[config.mk]
export PLATFORM = sky130hd
export DESIGN_NAME = dnr_node_decoder
export DESIGN_NICKNAME = d
export VERILOG_FILES = /design/src/rtl/dnr_pkg.sv /design/src/rtl/dnr_cfg_regs.sv /design/src/rtl/dnr_range_match.sv /design/src/rtl/dnr_hole_swap.sv /design/src/rtl/dnr_node_decoder.sv
export SDC_FILE = /design/constraint.sdc
export NUM_CORES = 1
export LEC_CHECK = 0
export BUFFER_PORTS_ARGS = -buffer_cell sky130_fd_sc_hd__buf_2
export CORE_MARGIN = 4
export CORE_UTILIZATION = 60
export CTS_BUF_LIST = sky130_fd_sc_hd__clkbuf_8
export DETAILED_ROUTE_END_ITERATION = 12
export PLACE_DENSITY = 0.78
export SYNTH_ARGS = -nofsm -noshare
export SYNTH_HDL_FRONTEND = slang
export SYNTH_SLANG_ARGS = --single-unit
export TNS_END_PERCENT = 5
[constraint.sdc]
create_clock -name clk -period 11.95 [get_ports clk]
set_input_delay 3.585 -clock clk [delete_from_list [all_inputs] [get_ports clk]]
set_output_delay 3.585 -clock clk [all_outputs]
set_load 0.005 [all_outputs]
[src/rtl/dnr_pkg.sv]
package dnr_pkg;
  localparam int ADDR_W = 48;
  localparam int NODE_W = 3;
  localparam int NUM_NODES = 1 << NODE_W;

  typedef enum logic [2:0] {
    CFG_BASE_LO = 3'd0,
    CFG_BASE_HI = 3'd1,
    CFG_LIM_LO  = 3'd2,
    CFG_LIM_HI  = 3'd3,
    CFG_HOLE    = 3'd4,
    CFG_SWAP    = 3'd5
  } cfg_kind_e;

  typedef struct packed {
    logic       ok;
    logic [1:0] lg;
  } ilog_t;

  // Interleave mask to consumed-bit count; only contiguous low masks are legal
  function automatic ilog_t mask_to_ilog(input logic [2:0] mask);
    ilog_t r;
    case (mask)
      3'b000:  r = '{ok: 1'b1, lg: 2'd0};
      3'b001:  r = '{ok: 1'b1, lg: 2'd1};
      3'b011:  r = '{ok: 1'b1, lg: 2'd2};
      3'b111:  r = '{ok: 1'b1, lg: 2'd3};
      default: r = '{ok: 1'b0, lg: 2'd0};
    endcase
    return r;
  endfunction
endpackage

[src/rtl/dnr_cfg_regs.sv]
module dnr_cfg_regs
  import dnr_pkg::*;
#(
  parameter int NUM_RANGES = 8,
  parameter int IDX_W = 3
) (
  input  logic                 clk,
  input  logic                 rst,
  input  logic                 we,
  input  logic [2:0]           kind,
  input  logic [IDX_W-1:0]     widx,
  input  logic [31:0]          wdata,
  input  logic [IDX_W-1:0]     rng_idx,
  output logic [31:0]          base_lo,
  output logic [7:0]           base_hi,
  output logic [31:0]          lim_lo,
  output logic [7:0]           lim_hi,
  input  logic [NODE_W-1:0]    node_idx,
  output logic [31:0]          hole_w,
  output logic [31:0]          swap_w
);
  logic [31:0] base_lo_q [NUM_RANGES];
  logic [7:0]  base_hi_q [NUM_RANGES];
  logic [31:0] lim_lo_q  [NUM_RANGES];
  logic [7:0]  lim_hi_q  [NUM_RANGES];
  logic [31:0] hole_q    [NUM_NODES];
  logic [31:0] swap_q    [NUM_NODES];

  // Window storage: reset clears the enable field of every window
  genvar g;
  generate
    for (g = 0; g < NUM_RANGES; g++) begin : g_rng
      always_ff @(posedge clk) begin
        if (rst) begin
          base_lo_q[g] <= '0;
          base_hi_q[g] <= '0;
          lim_lo_q[g]  <= '0;
          lim_hi_q[g]  <= '0;
        end else if (we && widx == IDX_W'(g)) begin
          case (kind)
            CFG_BASE_LO: base_lo_q[g] <= wdata;
            CFG_BASE_HI: base_hi_q[g] <= wdata[7:0];
            CFG_LIM_LO:  lim_lo_q[g]  <= wdata;
            CFG_LIM_HI:  lim_hi_q[g]  <= wdata[7:0];
            default: ;
          endcase
        end
      end
    end
    for (g = 0; g < NUM_NODES; g++) begin : g_node
      always_ff @(posedge clk) begin
        if (rst) begin
          hole_q[g] <= '0;
          swap_q[g] <= '0;
        end else if (we && widx[NODE_W-1:0] == NODE_W'(g)) begin
          if (kind == CFG_HOLE) hole_q[g] <= wdata;
          if (kind == CFG_SWAP) swap_q[g] <= wdata;
        end
      end
    end
  endgenerate

  assign base_lo = base_lo_q[rng_idx];
  assign base_hi = base_hi_q[rng_idx];
  assign lim_lo  = lim_lo_q[rng_idx];
  assign lim_hi  = lim_hi_q[rng_idx];
  assign hole_w  = hole_q[node_idx];
  assign swap_w  = swap_q[node_idx];
endmodule

[src/rtl/dnr_range_match.sv]
module dnr_range_match
  import dnr_pkg::*;
(
  input  logic [ADDR_W-1:0] addr,
  input  logic [31:0]       base_lo,
  input  logic [7:0]        base_hi,
  input  logic [31:0]       lim_lo,
  input  logic [7:0]        lim_hi,
  output logic              hit,
  output logic [NODE_W-1:0] node,
  output logic [2:0]        mask
);
  logic [ADDR_W-1:0] base_a, lim_a;
  logic [2:0]        sel;
  logic              en, in_win, ilv_ok;

  always_comb begin
    base_a = {base_hi, base_lo[31:16], 24'h000000};
    lim_a  = {lim_hi, lim_lo[31:16], 24'hFFFFFF};
    en     = |base_lo[1:0];
    mask   = base_lo[10:8];
    sel    = lim_lo[10:8];
    node   = lim_lo[NODE_W-1:0];
    in_win = (addr >= base_a) && (addr <= lim_a);
    ilv_ok = (mask == 3'b000) || (sel == (addr[14:12] & mask));
    hit    = en && in_win && ilv_ok;
  end
endmodule

[src/rtl/dnr_hole_swap.sv]
module dnr_hole_swap
  import dnr_pkg::*;
(
  input  logic [ADDR_W-1:0] addr,
  input  logic [31:0]       hole_w,
  input  logic [31:0]       swap_w,
  output logic              in_hole,
  output logic [ADDR_W-1:0] xaddr
);
  logic [ADDR_W-1:0] hole_base;
  logic [6:0]        seg, r_base, r_lim, r_size;
  logic              low_only, in_rgn;

  always_comb begin
    hole_base = {{(ADDR_W-32){1'b0}}, hole_w[31:24], 24'h000000};
    in_hole   = hole_w[0] && (addr >= hole_base) && (addr[ADDR_W-1:32] == '0);
    seg       = addr[33:27];
    r_base    = swap_w[14:8];
    r_lim     = swap_w[22:16];
    r_size    = swap_w[30:24];
    low_only  = (addr[ADDR_W-1:34] == '0);
    in_rgn    = ((seg >= r_base) && (seg <= r_lim)) || (seg < r_size);
    xaddr     = addr;
    if (swap_w[0] && low_only && in_rgn)
      xaddr[33:27] = seg ^ r_base;
  end
endmodule

[src/rtl/dnr_node_decoder.sv]
module dnr_node_decoder
  import dnr_pkg::*;
#(
  parameter int NUM_RANGES = 8
) (
  input  logic              clk,
  input  logic              rst,
  input  logic              cfg_we_i,
  input  logic [2:0]        cfg_kind_i,
  input  logic [2:0]        cfg_idx_i,
  input  logic [31:0]       cfg_wdata_i,
  input  logic              start_i,
  input  logic [47:0]       addr_i,
  output logic              done_o,
  output logic              hit_o,
  output logic [2:0]        node_o,
  output logic [1:0]        ilog_o,
  output logic [47:0]       xaddr_o,
  output logic              bounds_err_o,
  output logic              cfg_err_o
);
  localparam int IDX_W = (NUM_RANGES > 1) ? $clog2(NUM_RANGES) : 1;
  localparam logic [IDX_W-1:0] LAST_IDX = IDX_W'(NUM_RANGES - 1);

  logic              busy;
  logic [IDX_W-1:0]  idx;
  logic [ADDR_W-1:0] addr_q;

  logic [31:0]       base_lo, lim_lo, hole_w, swap_w;
  logic [7:0]        base_hi, lim_hi;
  logic              m_hit, in_hole;
  logic [NODE_W-1:0] m_node;
  logic [2:0]        m_mask;
  logic [ADDR_W-1:0] sw_addr;
  ilog_t             il;

  dnr_cfg_regs #(.NUM_RANGES(NUM_RANGES), .IDX_W(IDX_W)) regs_i (
    .clk(clk), .rst(rst), .we(cfg_we_i), .kind(cfg_kind_i),
    .widx(IDX_W'(cfg_idx_i)), .wdata(cfg_wdata_i),
    .rng_idx(idx), .base_lo(base_lo), .base_hi(base_hi),
    .lim_lo(lim_lo), .lim_hi(lim_hi),
    .node_idx(m_node), .hole_w(hole_w), .swap_w(swap_w)
  );

  dnr_range_match match_i (
    .addr(addr_q), .base_lo(base_lo), .base_hi(base_hi),
    .lim_lo(lim_lo), .lim_hi(lim_hi),
    .hit(m_hit), .node(m_node), .mask(m_mask)
  );

  dnr_hole_swap hs_i (
    .addr(addr_q), .hole_w(hole_w), .swap_w(swap_w),
    .in_hole(in_hole), .xaddr(sw_addr)
  );

  assign il = mask_to_ilog(m_mask);

  always_ff @(posedge clk) begin
    if (rst) begin
      busy         <= 1'b0;
      idx          <= '0;
      addr_q       <= '0;
      done_o       <= 1'b0;
      hit_o        <= 1'b0;
      node_o       <= '0;
      ilog_o       <= '0;
      xaddr_o      <= '0;
      bounds_err_o <= 1'b0;
      cfg_err_o    <= 1'b0;
    end else begin
      done_o <= 1'b0;
      if (!busy) begin
        if (start_i) begin
          busy   <= 1'b1;
          idx    <= '0;
          addr_q <= addr_i;
        end
      end else if (m_hit) begin
        busy         <= 1'b0;
        done_o       <= 1'b1;
        node_o       <= m_node;
        ilog_o       <= il.lg;
        cfg_err_o    <= !il.ok;
        hit_o        <= !in_hole;
        bounds_err_o <= in_hole;
        xaddr_o      <= in_hole ? addr_q : sw_addr;
      end else if (idx == LAST_IDX) begin
        busy         <= 1'b0;
        done_o       <= 1'b1;
        node_o       <= '0;
        ilog_o       <= '0;
        cfg_err_o    <= 1'b0;
        hit_o        <= 1'b0;
        bounds_err_o <= 1'b1;
        xaddr_o      <= addr_q;
      end else begin
        idx <= idx + 1'b1;
      end
    end
  end

  // result strobe lasts one cycle
  a_r9_done_single: assert property (@(posedge clk) disable iff (rst)
    done_o |=> !done_o);
  // a start during a scan leaves the latched address alone
  a_r9_start_ignored: assert property (@(posedge clk) disable iff (rst)
    (busy && start_i) |=> (addr_q == $past(addr_q)));
  // a result only follows a running scan
  a_r5_done_after_scan: assert property (@(posedge clk) disable iff (rst)
    done_o |-> $past(busy));
  // a hole result never also claims a hit
  a_r7_hit_excl: assert property (@(posedge clk) disable iff (rst)
    done_o |-> !(hit_o && bounds_err_o));
  // an illegal mask reports zero consumed bits
  a_r4_bad_mask_ilog: assert property (@(posedge clk) disable iff (rst)
    (done_o && cfg_err_o) |-> (ilog_o == 2'd0));
endmodule

==> reports/results.ini <==
[detailed_routing]
drc = 0
via_count = 25320
top_layer = met5
drt-met1-wl_um = 39660
route.met3.wl_um = 11980
antenna_left = 0
wl_met2_um = 47170
firstDrtPassIters = 7
drt_wl_total_um = 101500
via_per_inst = 6.181
wire_per_inst_um = 24.79
drtIter0Drc = 2978

[run]
drv_cap = 0

[place]
io_buffers = 145
hpwl_um = 62550
place.gp.congestion = 0.8580
place_inst = 3848
placed_area_mm2 = 0.04022

[outcome]
status = finished, final reports clean

[yosys]
yosys-top-cells-area = edfxtp_1 (56%), and2_1 (12%), mux4_2 (6.6%)
synthArstFlopShare = 0
synth_edf_count = 720
synth_cell_types = 68
synthCells = 3038
syn_area_mm2 = 0.03887
avgSynthCellArea_um2 = 12.79
seq_area_frac_synth = 0.6140
yosysTopAreaCell = edfxtp_1
synthTopCellsByCount = and2_1 (720), edfxtp_1 (720), nand2_1 (352)
synth_nets = 3207
yosysTopAreaCellShare = 0.5563
ys_ff_latch = 832
synth_ff_type = edfxtp_1
ys_warn_count = 0

[sta]
rsz0062_at_grt = false
skew_ns = 0.04412
setup_violations = 0
relSlewSlack = 0.1430
drv_slew = 0
finalHoldViolations = 0
finalSetupTns_ns = 0
clock.fmax_mhz = 151.1
fin_crit_ns = 6.617
min_period_over_period = 0.5538
tightest_slew_ns = 1.284

[worst_setup_path]
worst-r2r-setup-slack_ns = 5.33
critPathMaxFanout = 58
crit_path_top_delay_cell = mux2_2
slowest_delay_ns = 0.83
cp_common_cell = buf_4
path_class = flip-flop to flip-flop
rr_endpoint = xaddr_o[27]
ff2ff_path_depth = 17
worst_setup_path_start_kind = flip-flop
crit_chain = buf_4 > buf_4 > mux2_2 > buf_4 > nand2_1 > nand3_1 > a31o_2 > ha_1 > nor2b_1 > o21a_1 > o21ai_0 > a21oi_1 > o31ai_1 > a21oi_1 > a2111oi_4 > nor4b_1 > a311o_1
crit_arrival_ns = 7.28
worstPathRequired_ns = 12.61
worst_setup_path_end_kind = flip-flop

[grt]
gr-total-overflow = 0
antenna_found_initial = 11
grt_max_degree = 94
grt_pass1_vias = 25260
track_usage = 0.2918
grt_pass1_wl_um = 152500

[cts]
clkLatencyLatePin_ns = 0.79
postCtsSetupBuffers = 0
h-tree-depth = 4
hold_buffers = 0
tritoncts = done
cts_buffer_depth = 3
clkTransAtPathRegs_ns = 0.06
numCtsBuffers = 138
cts_sinks = 832
root_buffer = clkbuf_8
cts-resized-gates = 0

[pwr]
power_leakage_nw = 15.76
powerDensity_mw_per_mm2 = 148.0
finalPower_mw = 6.325
peakVddDrop_v = 0.0001129

[floorplan]
num_rows = 93
ios = 147
die_area_mm2 = 0.06891
fp.dieW_um = 262.5
dieHeight_um = 262.5
core-area_mm2 = 0.06423
initial_utilization = 0.6051

[finish]
syn2layout_area_growth_pct = 9.982
drive_above_1_share = 0.1601
design_area_mm2 = 0.04275
stdcell_count = 4096
fin_nets = 3302
fin_util = 0.6655

[min_path]
min_from = addr_q[11]
min_to = addr_q[11]
hp-class = flip-flop to flip-flop
hold_depth = 2

## where the power goes
group	total [mW]	switching, mW	internal [mW]	leakage [nW]
combinational	0.658	0.427	0.231	6.52
sequential	3.36	0.0614	3.29	7.76
clock	2.31	1.14	1.18	1.48
total	6.33	1.62	4.70	15.8
## through the flow
step,hold slack [ns],setup slack (ns)
global placement,0.4546,5.602
finish,0.4867,5.333
global route,0.5114,5.028
detailed placement,0.4806,5.516
CTS,0.4885,5.468
floorplan,0.4576,6.195
## logic make-up (layout without fill, tap and decap cells)
family | after synthesis | in the layout | share of synthesized area
AND/OR/NAND/NOR | 1386 | 1386 | 0.1913
flip-flops | 832 | 832 | 0.6140
AO/OA/AOI/OAI | 269 | 269 | 0.04842
buffers and inverters | 242 | 440 | 0.02440
multiplexers | 228 | 228 | 0.09603
adder cells (fa/ha/maj) | 79 | 79 | 0.02543
XOR/XNOR | 2 | 2 | 0.0004508
other | 0 | 5 | 0
## cells in the final DEF (no fill, tap or decap), types with 9 or more instances in the layout
master    instances
nor3b_1           9
nand4_1          19
buf_4            40
a21oi_1          83
nor2_1          102
nand2_1         351
a311oi_1         28
dfxtp_1         109
o21ai_0          14
and3_1           30
a21o_1           43
a31oi_1          28
nor4_1           12
nand2b_1          9
clkbuf_8        146
buf_2           144
clkinv_1         19
and2_1          720
mux2i_1         105
mux4_2          114
nor3_1           12
ha_1             79
edfxtp_1        720
nor2_2           16
nand3_1          71
inv_1            70
## worst max-delay path: cells and delay by family (launching register included)
| kind | cells | cell delay (ns) |
|---|---|---|
| AND/OR/NAND/NOR | 4 | 0.41 |
| adder cells (fa/ha/maj) | 1 | 0.14 |
| multiplexers | 1 | 0.83 |
| buffers and inverters | 3 | 2.13 |
| AO/OA/AOI/OAI | 8 | 2.31 |
| flip-flops | 1 | 0.47 |
## metal layers
layer	global-route usage	up-vias
li1	-	11140
met1	0.4072	12520
met2	0.4498	1465
met3	0.07621	189
met4	0.1049	10
met5	0	-
## state kept, by name, indices dropped and copies added (netlist names), named ones only
register / cells
addr_q: 48
bounds_err_o: 1
busy: 1
cfg_err_o: 1
done_o: 1
hit_o: 1
idx: 3
ilog_o: 2
node_o: 3
regs_i.base_hi_q: 64
regs_i.base_lo_q: 168
regs_i.hole_q: 72
regs_i.lim_hi_q: 64
regs_i.lim_lo_q: 176
regs_i.swap_q: 176
xaddr_o: 48
## final cells by class
| type | instances | area (µm²) |
|---|---|---|
| fill | 4497 | 21480 |
| clock buffer | 146 | 2009 |
| inverter | 13 | 48.80 |
| sequential | 832 | 23870 |
| multi-input combinational | 1964 | 14210 |
| tap | 855 | 1070 |
| antenna | 5 | 12.51 |
| timing repair buffer | 184 | 1021 |
| clock inverter | 97 | 501.7 |
## worst max-delay path by stage
stage	from	to	slack, ns	cells after the start
after detailed placement	cfg_kind_i[1]	regs_i.swap_q[6][27]	5.52	5
after CTS	flip-flop	xaddr_o[33]	5.47	17
after floorplan	cfg_idx_i[1]	regs_i.swap_q[3][0]	6.20	4
after global routing	flip-flop	xaddr_o[29]	5.03	16
final	flip-flop	xaddr_o[27]	5.33	17
after global placement	cfg_kind_i[1]	regs_i.swap_q[7][14]	5.60	5
(Power assumes the default switching activity.)
